[src/rtl/irq_entry_pkg.sv]
package irq_entry_pkg;
  // Width needed to hold 0..n inclusive
  function automatic int unsigned code_width(input int unsigned n);
    return $clog2(n + 1);
  endfunction
endpackage

[src/rtl/irq_pend_bank.sv]
module irq_pend_bank #(
  parameter int unsigned N = 16
) (
  input  logic         clk,
  input  logic         rst_n,
  input  logic [N-1:0] req_i,
  input  logic [N-1:0] clr_i,
  output logic [N-1:0] pend_o
);
  logic [N-1:0] req_q;
  logic [N-1:0] pend_q;
  logic [N-1:0] rise;

  assign rise   = req_i & ~req_q;
  assign pend_o = pend_q;

  always_ff @(posedge clk) begin
    if (!rst_n) begin
      req_q  <= '0;
      pend_q <= '0;
    end else begin
      req_q  <= req_i;
      pend_q <= (pend_q & ~clr_i) | rise;
    end
  end

  for (genvar i = 0; i < N; i++) begin : g_chk
    p_edge_sets_r1: assert property (@(posedge clk) disable iff (!rst_n)
      (req_i[i] && !req_q[i]) |=> pend_q[i]);
    p_ack_clears_r7: assert property (@(posedge clk) disable iff (!rst_n)
      (clr_i[i] && !(req_i[i] && !req_q[i])) |=> !pend_q[i]);
  end
endmodule

[src/rtl/irq_rank.sv]
module irq_rank #(
  parameter int unsigned N  = 16,
  parameter int unsigned CW = 5,
  parameter int unsigned LW = 5
) (
  input  logic [N-1:0]  pend_i,
  input  logic [N-1:0]  mask_i,
  input  logic          gie_i,
  input  logic [LW-1:0] level_i,
  input  logic          nmi_pend_i,
  output logic          valid_o,
  output logic [CW-1:0] cause_o,
  output logic [LW-1:0] win_lvl_o,
  output logic [N-1:0]  sel_o,
  output logic          nmi_sel_o
);
  localparam logic [CW-1:0] NMI_CODE = CW'(N);
  localparam logic [LW-1:0] NMI_LVL  = LW'(N);

  logic [N-1:0] elig;

  for (genvar i = 0; i < N; i++) begin : g_elig
    localparam logic [LW-1:0] SRC_LVL = LW'(i + 1);
    assign elig[i] = pend_i[i] & mask_i[i] & gie_i & (SRC_LVL > level_i);
  end

  always_comb begin
    sel_o     = '0;
    nmi_sel_o = nmi_pend_i;
    cause_o   = '0;
    win_lvl_o = '0;
    valid_o   = 1'b0;
    if (nmi_pend_i) begin
      cause_o   = NMI_CODE;
      win_lvl_o = NMI_LVL;
      valid_o   = 1'b1;
    end else begin
      for (int i = 0; i < N; i++) begin
        if (elig[i]) begin
          sel_o     = '0;
          sel_o[i]  = 1'b1;
          cause_o   = CW'(i);
          win_lvl_o = LW'(i + 1);
          valid_o   = 1'b1;
        end
      end
    end
  end

  // at most one winner at a time
  always_comb begin
    a_one_winner_r5: assert ($onehot0({nmi_sel_o, sel_o}));
  end
endmodule

[src/rtl/irq_level_ctl.sv]
module irq_level_ctl #(
  parameter int unsigned LW = 5
) (
  input  logic          clk,
  input  logic          rst_n,
  input  logic          acc_i,
  input  logic [LW-1:0] new_lvl_i,
  input  logic          ret_i,
  input  logic          wr_i,
  input  logic [LW-1:0] wr_data_i,
  output logic [LW-1:0] level_o
);
  logic [LW-1:0] level_q;
  logic [LW-1:0] shadow_q;

  assign level_o = level_q;

  always_ff @(posedge clk) begin
    if (!rst_n) begin
      level_q  <= '0;
      shadow_q <= '0;
    end else if (acc_i) begin
      shadow_q <= level_q;
      level_q  <= new_lvl_i;
    end else if (ret_i) begin
      level_q  <= shadow_q;
    end else if (wr_i) begin
      level_q  <= wr_data_i;
    end
  end

  p_raise_on_acc_r9: assert property (@(posedge clk) disable iff (!rst_n)
    acc_i |=> level_q == $past(new_lvl_i));
  p_restore_r9: assert property (@(posedge clk) disable iff (!rst_n)
    (acc_i ##1 (ret_i && !acc_i)) |=> level_q == $past(level_q, 2));
endmodule

[src/rtl/irq_entry_ctrl.sv]
module irq_entry_ctrl #(
  parameter int unsigned NUM_SRC     = 16,
  parameter int unsigned ADDR_W      = 32,
  parameter int unsigned ENTRY_SHIFT = 2,
  parameter int unsigned CW          = irq_entry_pkg::code_width(NUM_SRC),
  parameter int unsigned LW          = irq_entry_pkg::code_width(NUM_SRC)
) (
  input  logic               clk,
  input  logic               rst_n,
  input  logic [NUM_SRC-1:0] irq_i,
  input  logic               nmi_i,
  input  logic               gie_set_i,
  input  logic               gie_clr_i,
  input  logic               mask_wr_i,
  input  logic [NUM_SRC-1:0] mask_data_i,
  input  logic               base_wr_i,
  input  logic [ADDR_W-1:0]  base_data_i,
  input  logic               level_wr_i,
  input  logic [LW-1:0]      level_data_i,
  input  logic               ret_i,
  input  logic               ack_i,
  output logic               entry_valid_o,
  output logic [CW-1:0]      entry_cause_o,
  output logic [ADDR_W-1:0]  vector_o,
  output logic [CW-1:0]      cause_o,
  output logic [LW-1:0]      level_o,
  output logic               gie_o
);
  localparam logic [CW-1:0] NMI_CODE = CW'(NUM_SRC);

  logic               gie_q;
  logic [NUM_SRC-1:0] mask_q;
  logic [ADDR_W-1:0]  base_q;
  logic [CW-1:0]      cause_q;
  logic [NUM_SRC-1:0] pend;
  logic [0:0]         nmi_pend;
  logic [NUM_SRC-1:0] sel;
  logic               nmi_sel;
  logic [LW-1:0]      win_lvl;
  logic               acc;
  logic [NUM_SRC-1:0] clr;
  logic [0:0]         nmi_clr;

  assign acc     = ack_i & entry_valid_o;
  assign clr     = acc ? sel : '0;
  assign nmi_clr = acc & nmi_sel;

  irq_pend_bank #(.N(NUM_SRC)) u_src_pend (
    .clk(clk), .rst_n(rst_n), .req_i(irq_i), .clr_i(clr), .pend_o(pend)
  );

  irq_pend_bank #(.N(1)) u_nmi_pend (
    .clk(clk), .rst_n(rst_n), .req_i(nmi_i), .clr_i(nmi_clr), .pend_o(nmi_pend)
  );

  irq_rank #(.N(NUM_SRC), .CW(CW), .LW(LW)) u_rank (
    .pend_i(pend), .mask_i(mask_q), .gie_i(gie_q), .level_i(level_o),
    .nmi_pend_i(nmi_pend[0]), .valid_o(entry_valid_o), .cause_o(entry_cause_o),
    .win_lvl_o(win_lvl), .sel_o(sel), .nmi_sel_o(nmi_sel)
  );

  irq_level_ctl #(.LW(LW)) u_level (
    .clk(clk), .rst_n(rst_n), .acc_i(acc), .new_lvl_i(win_lvl), .ret_i(ret_i),
    .wr_i(level_wr_i), .wr_data_i(level_data_i), .level_o(level_o)
  );

  always_ff @(posedge clk) begin
    if (!rst_n) begin
      gie_q   <= 1'b0;
      mask_q  <= '0;
      base_q  <= '0;
      cause_q <= '0;
    end else begin
      if (gie_clr_i)      gie_q <= 1'b0;
      else if (gie_set_i) gie_q <= 1'b1;
      if (mask_wr_i) mask_q <= mask_data_i;
      if (base_wr_i) base_q <= base_data_i;
      if (acc)       cause_q <= entry_cause_o;
    end
  end

  assign vector_o = base_q + (ADDR_W'(entry_cause_o) << ENTRY_SHIFT);
  assign cause_o  = cause_q;
  assign gie_o    = gie_q;

  p_gate_r2: assert property (@(posedge clk) disable iff (!rst_n)
    (entry_valid_o && entry_cause_o != NMI_CODE) |-> gie_o);
  p_nmi_wins_r6: assert property (@(posedge clk) disable iff (!rst_n)
    nmi_pend[0] |-> (entry_valid_o && entry_cause_o == NMI_CODE));
  p_idle_ack_r10: assert property (@(posedge clk) disable iff (!rst_n)
    (ack_i && !entry_valid_o) |=> cause_o == $past(cause_o));
endmodule

[config.mk]
export PLATFORM = sky130hd
export DESIGN_NAME = irq_entry_ctrl
export DESIGN_NICKNAME = d
export VERILOG_FILES = /design/src/rtl/irq_entry_pkg.sv /design/src/rtl/irq_pend_bank.sv /design/src/rtl/irq_rank.sv /design/src/rtl/irq_level_ctl.sv /design/src/rtl/irq_entry_ctrl.sv
export SDC_FILE = /design/constraint.sdc
export NUM_CORES = 1
export LEC_CHECK = 0
export BUFFER_PORTS_ARGS = -buffer_cell sky130_fd_sc_hd__buf_2
export CORE_ASPECT_RATIO = 0.5
export CORE_UTILIZATION = 35
export CTS_CLUSTER_DIAMETER = 40
export DETAILED_ROUTE_END_ITERATION = 6
export GPL_ROUTABILITY_DRIVEN = 0
export RECOVER_POWER = 100
export REMOVE_ABC_BUFFERS = 1
export SYNTH_ARGS = -nofsm -noshare
export SYNTH_HDL_FRONTEND = slang
export SYNTH_SLANG_ARGS = --single-unit
[constraint.sdc]
create_clock -name clk -period 5.8 [get_ports clk]
set_clock_uncertainty 0.1 [all_clocks]
set_input_delay 1.16 -clock clk [delete_from_list [all_inputs] [get_ports clk]]
set_output_delay 1.16 -clock clk [all_outputs]
set_load 0.05 [all_outputs]
-- Word level (Yosys, flattened, before mapping)
Index checks and enable logic that the tools add are counted.
Widths: inputs -> output; s select.
- register bits: 98
- latch bits: 0
- bits in writable memories: 0
- bits in read-only memories: 0
- input port bits: 79
- output and inout bits: 49
- word-level logic and storage cells: 161
- memories: 0
- $add $sub $neg: 1
- $mul: 0
- divide/modulo/power cells: 0
- order comparisons: 16
- eq/ne operators: 0
- shifts and indexed selects: 0
- mux-type cells: 71
- bitwise operators: 61
- reductions and logical operators: 2
- operators with widths (operator ; number):
    $mux 4 ; 17
    $and 1x1->1 ; 52
    $mux 16 ; 3
    $gt 4x5->1 const A ; 8
    $mux 5 ; 7
    $add 32x7->32 ; 1
    $and 16x16->16 ; 2
    $not 16->16 ; 2
    $mux 3 ; 9
    $gt 3x5->1 const A ; 4
    $mux 1 ; 20
    $or 16x16->16 ; 1
    $mux 15 ; 1
    $mux 14 ; 1
    $mux 13 ; 1
    $mux 12 ; 1
    $mux 11 ; 1
    $gt 2x5->1 const A ; 2
    $mux 10 ; 1
    $mux 2 ; 5
    $mux 9 ; 1
    $mux 8 ; 1
    $mux 7 ; 1
    $mux 6 ; 1
    other kinds (6) ; 8

-- Longest topological paths before layout
Gate-level depths: netlist (run 1).
- depth in word-level cells: 25
- depth in mapped cells: 16
- gate-level depth less buffers: 13

-- Modules after synthesis
Synthesis (run 1) repeated with hierarchy kept, for this count alone.
- cells, all modules: 597
- area, all modules: 5630.4 um^2
- modules (own cells, without submodules) (module ; instances ; cells each ; area each (um^2) ; seq. area each (um^2)):
    irq_entry_ctrl ; 1 ; 309 ; 2975.4 ; 1081.0
    irq_pend_bank at u_src_pend ; 1 ; 99 ; 1081.0 ; 640.6
    irq_rank ; 1 ; 139 ; 987.2 ; 0.0
    irq_level_ctl ; 1 ; 44 ; 509.2 ; 200.2
    irq_pend_bank at u_nmi_pend ; 1 ; 6 ; 77.6 ; 40.0

-- Worst setup path before layout (run 1)
No wires, ideal clock.
- path type: register to output
- start: register u_level.level_q[3], in the netlist u_level.level_o[3]
- end: output vector_o[29]
- data arrival time: 5.114 ns
- data required time: 4.540 ns
- slack: -0.574 ns
- cell stages (with the launch flop): 11
- path buffers: 0
- path through: dfxtp_1 > or3b_4 > o2111ai_2 > or3b_1 > o32ai_1 > ha_1 > a21oi_1 > o21ai_0 > o2111ai_1 > nor4_1 > xor2_1
- elaborated cells between the ends (all ways): 47
- those cells by class: add/sub (1); order compare (15); mux (16); bitwise (15)
- RTL lines (item ; line ; RTL):
    start: declaration ; irq_level_ctl.sv:13 ; logic [LW-1:0] level_q;
    start signal: assignment ; irq_level_ctl.sv:24 ; level_q <= new_lvl_i;
    start signal: assignment ; irq_level_ctl.sv:26 ; level_q <= shadow_q;
    start signal: assignment ; irq_level_ctl.sv:28 ; level_q <= wr_data_i;
    $gt 3x5->1 ; irq_rank.sv:24 ; assign elig[i] = pend_i[i] & mask_i[i] & gie_i & (SRC_LVL > level_i);
    $and 1x1->1 ; irq_rank.sv:24 ;
    $mux 3 (4 in a row) ; irq_rank.sv:39 ; if (elig[i]) begin
    $mux 4 (7 in a row) ; irq_rank.sv:39 ;
    $mux 4 (*) ; irq_rank.sv:39 ;
    $mux 5 (*) ; irq_rank.sv:33 ; if (nmi_pend_i) begin
    net entry_cause_o[2] ; irq_entry_ctrl.sv:23 ; output logic [CW-1:0] entry_cause_o,
    $add 32x7->32 (*) ; irq_entry_ctrl.sv:82 ; assign vector_o = base_q + (ADDR_W'(entry_cause_o) << ENTRY_SHIFT);
    end: declaration ; irq_entry_ctrl.sv:24 ; output logic [ADDR_W-1:0] vector_o,
The timed path passes the listed nets; every way through them passes the cells marked *.

-- Final worst setup path (run 1)
- start: register u_level.level_q[0], in the netlist u_level.level_o[0]
- end: output vector_o[26]
- word-level cells in the longest chain between the ends: 19
- elaborated cells between the ends (all ways): 47
- those cells by class: add/sub (1); order compare (15); mux (16); bitwise (15)
- ends and longest elaborated chain (item ; line):
    $gt 2x5->1 ; irq_rank.sv:24
    $and 1x1->1 ; irq_rank.sv:24
    $mux 1 ; irq_rank.sv:39
    $mux 2 (2 in a row) ; irq_rank.sv:39
    $mux 3 (4 in a row) ; irq_rank.sv:39
    $mux 4 (7 in a row) ; irq_rank.sv:39
    $mux 4 (*) ; irq_rank.sv:39
    $mux 5 (*) ; irq_rank.sv:33
    $add 32x7->32 (*) ; irq_entry_ctrl.sv:82
Mark *: on every way between the ends. The rest lies on a longest branch, timed or not.

==> impl_summary.md, run 1 <==
Routing
The number of nets with antenna violations after routing is 0. The post-detailed-routing wire length is roughly 14,000 microns. The pre-antenna-repair detailed-routing pass consisted of 5 iterations. Signal routing reaches up to met4. The via density per instance is 5.06. In the final routing, the length of wire on met1 measures 6570 microns.

The routed layout has 4,561 vias. After detailed routing, the average wire length per cell comes to 15.1 microns. The routed wire length on met3 is 822 microns. Detailed routing placed a total of 6020 microns of wire on met2. The number of DRC violations after detailed-routing iteration 0 is 358. In the routed design, unresolved DRC markers number 0.

Placement
The number of placed instances with taps included is roughly 880. The standard cell area after detailed placement is between 5000 and 6000 sq um. The number of input and output port buffers inserted is 127. The HPWL after detailed placement is 9870 microns.

Power
The analysis attributes to cell leakage a power of 2.75 nW. The worst ir drop on vdd is between 100 and 150 uV. Dividing total power by cell area gives a power density of 261 nW/um^2. Total power for the finished layout comes to between 0.0015 and 0.002 W.

Die
The horizontal extent of the die is 175 microns. The number of placement rows is 31. The number of ports placed on the die boundary is 128. The area of the die is 15,500 sq um. The die is a little under 90 microns tall.

The initial standard-cell utilization of the core is 36.0%. The area of the core is about 15,000 sq um.

Run status
The checks that failed: capacitance limit, slew limit. The run finished, with violations left.

Run
The tool flagged a number of max-cap violations equal to 1.

Clock network
The clock net in this run drives a total of 98 sinks. The number of hold buffers added after CTS is 0. The clock-pin transition on the worst setup and hold timing paths is 0.06 ns.

TritonCTS created 9 clock buffers. The clock latency on the worst-skew pair is 0.35 ns. The number of levels in the clock H-tree is 3. The CTS tree is done.

The maximum buffer depth of the clock tree is 2. The buffer type at the clock tree root is clkbuf_16.

Critical path
The worst setup path is captured at an output pin. The required time of the worst setup path is between 4 and 5 ns. The data arrival time at the worst-slack endpoint is 4.32 ns. The worst reg2reg path depth is 7.

The largest driver fanout on the critical path is 9. The element type at the critical path start is a flip-flop. The category of the most critical setup path is reg -> out. The capturing point of the worst reg2reg path is u_src_pend.pend_o[14]$_SDFF_PN0_. In this run the critical register-to-register path is launched from u_level.level_o[1]$_SDFFE_PN0P_. In this run the register-to-register setup slack is about 1.5 ns. The launch point of the worst path is u_level.level_o[0]$_SDFFE_PN0P_.

Final layout
The antenna diode count is 0. For this run, the post-layout net count is 783. The combined flip-flop and latch cell area is just under 2000 sq um. The final instance count without filler cells is 901. Compared with the post-synthesis result, the final layout area differs by 19.7%.

Summing all multi-input logic gate instances after layout gives 3010 sq um. After routing the design area is roughly 6300 sq um. Fill cells in the final layout number 1,469.

The ratio of cells with drive above 1 in the final layout is roughly a fifth.

Min path
Along the worst hold path, the cell count comes to 1. The startpoint of the lowest-slack hold path is u_src_pend.req_q[7]$_SDFF_PN0_. The class of the most critical hold timing path is reg -> reg.

For hold timing, the worst endpoint is u_src_pend.pend_o[7]$_SDFF_PN0_.

Synthesis
Ranked by total cell area, the synthesized netlist is headed by dfxtp_1, mux2i_1, nor2b_1. Summing the areas of all fa, ha and maj instances in the mapped netlist gives between 1.5 and 2% of the synthesized area. After technology mapping, the gate count stands at ~600. The compound-cell area share of the yosys netlist is between 10% and 20%. The number of flip-flops and latches in the synthesized netlist is 98. In this run, distinct cell masters in the synthesized netlist total 78.

The synthesized netlist occupies a cell area of about 5200 sq um. The share of cell area taken by muxes after synthesis is approximately an eighth. The count of flip-flops with a built-in enable after synthesis is 0. The cell taking the most area after synthesis is dfxtp_1. After synthesis, flip-flops and latches occupy between 30% and 40% of the total area. The fraction of registers with async set/reset is 0%. During synthesis, Yosys emitted a total of 0 warnings. The main combinational cell family by area after synthesis is simple AND/OR/NAND/NOR gates. Dividing the synthesized area by the synthesized cell count gives 8.93 sq um. The dominant register cell in the synthesized netlist is dfxtp_1. The area share of xor/xnor cells in the synthesized design is 4.69%.

The top cell type by area accounts for 37.5% of the synthesized area. The fraction of the mapped netlist area in simple logic gates is a little over a quarter.

Timing
The final critical path takes up 96.2% of the cycle. The final-report setup violation count is 0. The worst slew margin relative to its limit is -79.6%. Across all hold checks on the routed design, the worst slack comes to ~0.31 ns. The final-report hold violation count is 0. The final count of pins violating max slew is 17. The worst path needs 5.58 ns of the cycle, external delays included.

In the final timing run, aggregate negative setup slack is 0 ns. Setup repair after global routing left no endpoint under its margin. The highest achievable clock rate is 0.179 GHz. At the pin with the least slew margin, the transition time is 2.67 ns.

Global routing
The number of antenna violations at the first check in global routing came to 0. The global-route usage over all layers is 17.8%. The first global-routing pass estimated 21,600 microns of wire.

The remaining global-route overflow is 0. Entering global routing, the biggest net connects 42 pins. The via count of the first global-routing pass is 4,213.
[registers in the layout, summed over array words and instances (netlist names)]
register           flops
mask_q                16
gie_o                  1
cause_o                5
u_nmi_pend.req_q       1
u_level.level_o        5
u_src_pend.pend_o     16
u_nmi_pend.pend_o      1
u_level.shadow_q       5
u_src_pend.req_q      16
base_q                32
[power by group]
| group | internal [W] | switching, W |
|---|---|---|
| sequential | 0.000713 | 0.0000368 |
| combinational | 0.0000982 | 0.000173 |
| clock | 0.000357 | 0.000254 |
| total | 0.00117 | 0.000463 |
[routing by layer]
metal	GRT usage (%)	vias up
li1	-	2302
met5	0	-
met4	5.69	0
met3	4.21	18
met2	28.6	149
met1	23.8	2092
[cell usage in the layout, fill, tap and decap left out, drive strengths merged, types with 12 or more instances in the layout]
cell	instances
xor2	12
xnor2	16
and2	20
nor2	24
nand2	62
clkbuf	62
nor2b	56
buf	86
a21oi	14
inv	16
nand3	16
dfxtp	98
o21ai	21
nand2b	14
mux2i	62
[how the worst max path moves through the flow]
| stage | slack, ns | cells past startpoint | endpoint |
|---|---|---|---|
| 3_5_place_dp | 0.34 | 14 | vector_o[26] |
| 6_report | 0.22 | 14 | vector_o[26] |
| 2_1_floorplan | -0.77 | 10 | vector_o[29] |
| 3_3_place_gp | 0.48 | 14 | vector_o[16] |
| 4_1_cts | 0.07 | 14 | vector_o[26] |
| 5_1_grt | 0.02 | 14 | vector_o[16] |
[cells in the mapped netlist, types with 3 or more instances]
master      n
a211oi_1    5
a21boi_0    4
a21o_1      3
a21oi_1    14
a31oi_1     5
a41oi_1     3
and2_1     19
and3_1      7
and4_1      4
buf_1       3
buf_4       3
buf_6       4
clkbuf_1   22
dfxtp_1    98
ha_1        5
inv_1      16
mux2i_1    62
nand2_1    61
nand2b_1   14
nand3_1    16
nand4_1    11
nand4b_1    3
nor2_1     23
nor2b_1    55
nor3_1      9
nor4_1      7
o2111ai_1   3
o21ai_0    15
o21ai_1     4
o22ai_1     3
xnor2_1    16
xor2_1     12
[per-stage QoR]
step,setup slack [ns],utilization (%)
floorplan,-0.771,-
global placement,0.475,41.2
detailed placement,0.338,41.2
CTS,0.0697,43.3
global route,0.0169,43.0
finish,0.221,43.0
[cell families (layout without fill, tap and decap cells)]
group / Yosys count / in the layout
and+or+nand+nor: 248 / 248
xor gates and xnor gates: 28 / 28
muxes: 62 / 62
DFF: 98 / 98
AOI/OAI and AO/OA: 93 / 93
adders and majority gates: 6 / 6
buffers and inverters: 51 / 168
[critical path, stage by stage (launching register included)]
cell      delay (ns)
dfxtp_1         0.57
nand2_1         0.27
a32o_1          0.35
a41oi_1         0.34
nor3_1          0.12
nor4_1          0.29
nor2_1          0.17
fa_1            0.50
a21o_1          0.20
a21oi_1         0.26
o21bai_2        0.18
and2_1          0.21
nand3_1         0.11
xnor2_1         0.11
clkbuf_2        0.29
[final cells by class]
cell class              instances  area share (%)
repair buffers                136            10.6
clock buffers                  12            4.10
multi-input cells             437            48.1
inverters                      16           0.959
flip-flops and latches         98            31.5
well taps                     198            3.96
clock inverters                 4           0.799
[repair_timing]
| action | in CTS | in global routing |
|---|---|---|
| setup endpoints to repair | 6 | 15 |
| setup buffers | 0 | 2 |
| resized for setup | 1 | 7 |
(Power assumes the default switching activity.)
==> run 2: changes to the inputs <==
Settings changed: ABC_AREA set to 1, CORE_MARGIN set to 10, TNS_END_PERCENT set to 50.
==> run 2 against run 1 <==
  * The flow still finishes with violations (capacitance limit, slew limit)
  * Non-clock buffer count shrank 6
  * Wire length increased by 11%
  * Via count rose by 8.6%
  * Register-to-register slack gained 1.8 ns
  * Critical path depth is 9 higher
  * Clock-buffer cell count down 2
  * Global-route usage shrank 2.9 points
  * Core utilization grew 0.91 points
  * Hold slack better by 0.0019 ns
  * Critical endpoint is now vector_o[30]
==> impl_summary.md, run 2 <==
Run status
Status: finished, violations left (unchanged). Failing checks: capacitance limit, slew limit (unchanged).

Routing
The number of DRC violations after detailed-routing iteration 0 was 261 (was 358). The number of nets with antenna violations after routing is 0 (unchanged). The via density per instance is 4.75 (was 5.06). The count of vias placed by the detailed router is 4,955 (was 4,561). The residual DRC count is 0 (unchanged). The post-detailed-routing wire length is 15,200 microns (was 13,600 microns).

The first-pass iteration count of the detailed router is 4 (was 5). The final routed wire length divided by cell count is 14.6 microns (was 15.1 microns).

Timing
The final count of pins violating max slew came to 55 (was 17). The portion of the clock cycle consumed by the worst path in the final layout came to 92.6% (was 96.2%). The shortest clock period the worst path allows after layout came to 5.37 ns (was 5.58 ns). The highest achievable clock rate is 0.186 GHz (was 0.179 GHz). The aggregate negative setup slack is 0 ns (unchanged). Unrepaired setup endpoints after global routing: false (unchanged).

The actual slew at the worst max-slew pin was 2.08 ns (was 2.67 ns). The final-report hold violation count is 0 (unchanged). The worst slew margin relative to its limit is -38.8% (was -79.6%).

The final-report setup violation count came to 0 (unchanged).

Final layout
Top library cells by usage in the layout, fill and taps aside: nand2_1, nor2_1, dfxtp_1 (was dfxtp_1, buf_2, mux2i_1). The register with the highest flop count was base_q (unchanged). The ratio of cells with drive above 1 in the final layout is 17.2% (was 20.6%). The final net count is 931 (was 783). The flip-flop count of the largest register after layout is 32 (unchanged).

The antenna diode count is 0 (unchanged). The area added between synthesis and finish is 20.8% (was 19.7%). The final-layout fill cell count is 1,529 (was 1,469). The leading cell type in the layout, fill and taps excluded is nand2_1 (was dfxtp_1).

Synthesis
The dominant register cell in the synthesized netlist is dfxtp_1 (unchanged). The proportion of synthesized chip area in sequential cells is 39.0% (was 37.5%). The fraction of registers with async set/reset was 0% (unchanged). Main area contributors after synthesis: dfxtp_1, nand2_1, nor2_1 (was dfxtp_1, mux2i_1, nor2b_1). The count of flip-flops with a built-in enable after synthesis is 0 (unchanged). The summed instance area of the synthesized netlist is 5030 sq um (was 5230 sq um). The average cell area after synthesis is 6.88 sq um (was 8.93 sq um). The proportion of netlist area held by the largest area contributor is 39.0% (was 37.5%). The count of cell types in the netlist was 41 (was 78). The most frequent cell after synthesis was nand2_1 (was dfxtp_1). The synthesized netlist cell count is 731 (was 586). The cell taking the most area after synthesis is dfxtp_1 (unchanged). The number of flip-flops and latches in the synthesized netlist was 98 (unchanged). Commonest cells in the netlist: nand2_1, nor2_1, dfxtp_1, inv_1, o21ai_0 (was dfxtp_1, mux2i_1, nand2_1, nor2b_1, nor2_1).

The Yosys warning count is 0 (unchanged).

Die
The initial standard-cell utilization of the core is 36.4% (was 36.0%). The height of the chip is 105 microns (was 88.5 microns). The area of the die is 19,800 sq um (was 15,500 sq um).

The number of placement rows is 30 (was 31). The number of ports placed on the die boundary is 128 (unchanged). The area of the core came to 13,800 sq um (was 14,500 sq um). The horizontal extent of the die is 189 microns (was 175 microns).

Critical path
The launch point of the worst path is gie_o$_SDFFE_PP0P_ (was u_level.level_o[0]$_SDFFE_PN0P_). The launching point of the worst reg2reg path is gie_o$_SDFFE_PP0P_ (was u_level.level_o[1]$_SDFFE_PN0P_). The endpoint class of the critical path was an output pin (unchanged).

The element type at the critical path start is a flip-flop (unchanged). The required time of the worst setup path is 4.54 ns (about the same). The category of the most critical setup path is reg -> out (unchanged). The data arrival time at the worst-slack endpoint is 4.11 ns (was 4.32 ns). The largest driver fanout on the critical path is 14 (was 9).

The setup slack on the worst flop-to-flop path is 3.34 ns (was 1.53 ns).

Power
The worst ir drop on vdd is 137 uV (was 140 uV). The leakage dissipation is 2.99 nW (was 2.75 nW). The power density over the cells is 287 nW/um^2 (was 261 nW/um^2).

The total power of the final layout came to 0.00175 W (was 0.00163 W).

Clock network
The number of levels in the clock H-tree came to 3 (unchanged). The number of hold buffers added after CTS was 0 (unchanged). The clock sink total was 98 (unchanged). The number of buffers created by CTS is 9 (unchanged). The CTS tree was done (unchanged).

The clock-pin transition on the worst setup and hold timing paths came to 0.07 ns (was 0.06 ns). The maximum buffer depth of the clock tree was 2 (unchanged). The buffer type at the clock tree root is clkbuf_16 (unchanged).

The clock latency on the worst-skew pair is 0.34 ns (was 0.35 ns).

Placement
The placed wire-length estimate after detailed placement is 11,700 microns (was 9870 microns). The number of input and output port buffers inserted is 127 (unchanged).

Min path
The class of the most critical hold timing path is reg -> reg (unchanged). The startpoint of the lowest-slack hold path was u_src_pend.req_q[14]$_SDFF_PN0_ (was u_src_pend.req_q[7]$_SDFF_PN0_).

Global routing
The global-route wire length before repair was 24,400 microns (was 21,600 microns). The remaining global-route overflow is 0 (unchanged). The number of antenna violations at the first check in global routing is 0 (unchanged).

The via count of the first global-routing pass was 4,870 (was 4,213). The maximum number of pins on one net before global-route repair is 55 (was 42). The global-route usage over all layers is 14.9% (was 17.8%).

Run
The max-cap violation count is 1 (unchanged).
run 2: cell count changes after synthesis, sizes merged, moves of 18 or more:
cell and change:
o21ai +57, nor2 +100, and2 -20, nand2 +89, nand3 +36, inv +65
nor2b -56, a21oi +18, mux2i -62
run 2: per-layer routing:
layer  up-vias  GRT usage [%]  wire (microns)
met3        13           4.61            1030
li1       2583              -               -
met2       114           25.1            6930
met5         -              0               0
met4         0           3.94             197
met1      2245           18.0            7020
run 2: final cells by class:
class	instances	area [sq um]	area share (%)
inverters	83	314	5.17
repair buffers	130	608	10.0
flip-flops and latches	98	1960	32.4
clock buffers	10	239	3.94
well taps	192	240	3.96
clock inverters	6	90.1	1.48
multi-input cells	524	2620	43.1
run 2: worst max-delay path, cell delays in order (launching register included):
cell and delay [ns]:
dfxtp_2 0.53, nand3_1 0.17, nor3_2 0.24, inv_1 0.13, nand2_1 0.08, nand2_1 0.05, nand2_1 0.06, nand2_1 0.07
nand2_1 0.07, nand2_1 0.05, nand2_1 0.06, nand2_1 0.07, nand2_1 0.09, ha_1 0.22, fa_1 0.23, nand3_1 0.09
nand2_1 0.14, a21oi_1 0.09, nor2_2 0.17, nand2_1 0.18, nor4_4 0.33, nand3_1 0.17, xnor2_1 0.16, clkbuf_2 0.31
run 2: cells by family after synthesis:
| family | share of synthesized area [%] |
|---|---|
| compound gates | 12.1 |
| xor+xnor | 4.88 |
| fa+ha+maj | 1.64 |
| buf+inv | 9.04 |
| flops | 39.0 |
| simple gates | 33.3 |
run 2: path summary, 6_finish.rpt:
| path | to | cells past startpoint |
|---|---|---|
| setup / recovery | vector_o[30] | 23 |
| setup reg to reg | u_src_pend.pend_o[3]$_SDFF_PN0_ | 12 |
| hold / removal | u_src_pend.pend_o[14]$_SDFF_PN0_ | 1 |
| hold reg to reg | u_src_pend.pend_o[14]$_SDFF_PN0_ | 1 |
run 2: what timing repair did:
item / in CTS / in global routing
endpoints found under the setup margin: 0 / 9
gates resized for setup: 0 / 4
buffers inserted: 0 / 0
run 2: power by group:
group	switching [W]	internal, W
Clock	0.000259	0.000390
Combinational	0.000246	0.0000887
Sequential	0.0000378	0.000724
run 2: per-stage QoR:
| stage | setup slack [ns] | cells | hold slack (ns) | utilization [%] | cell area, sq um |
|---|---|---|---|---|---|
| 4_1_cts | 0.0882 | 1043 | 0.306 | 44.3 | 6110 |
| 6_report | 0.427 | 1043 | 0.316 | 44.0 | 6070 |
| 3_3_place_gp | 0.567 | 1027 | 0.292 | 41.9 | 5780 |
| 3_5_place_dp | 0.464 | 1027 | 0.296 | 41.9 | 5780 |
| 5_1_grt | 0.0376 | 1043 | 0.334 | 44.0 | 6070 |
| 2_1_floorplan | 0.0907 | 705 | 0.289 | - | 4890 |
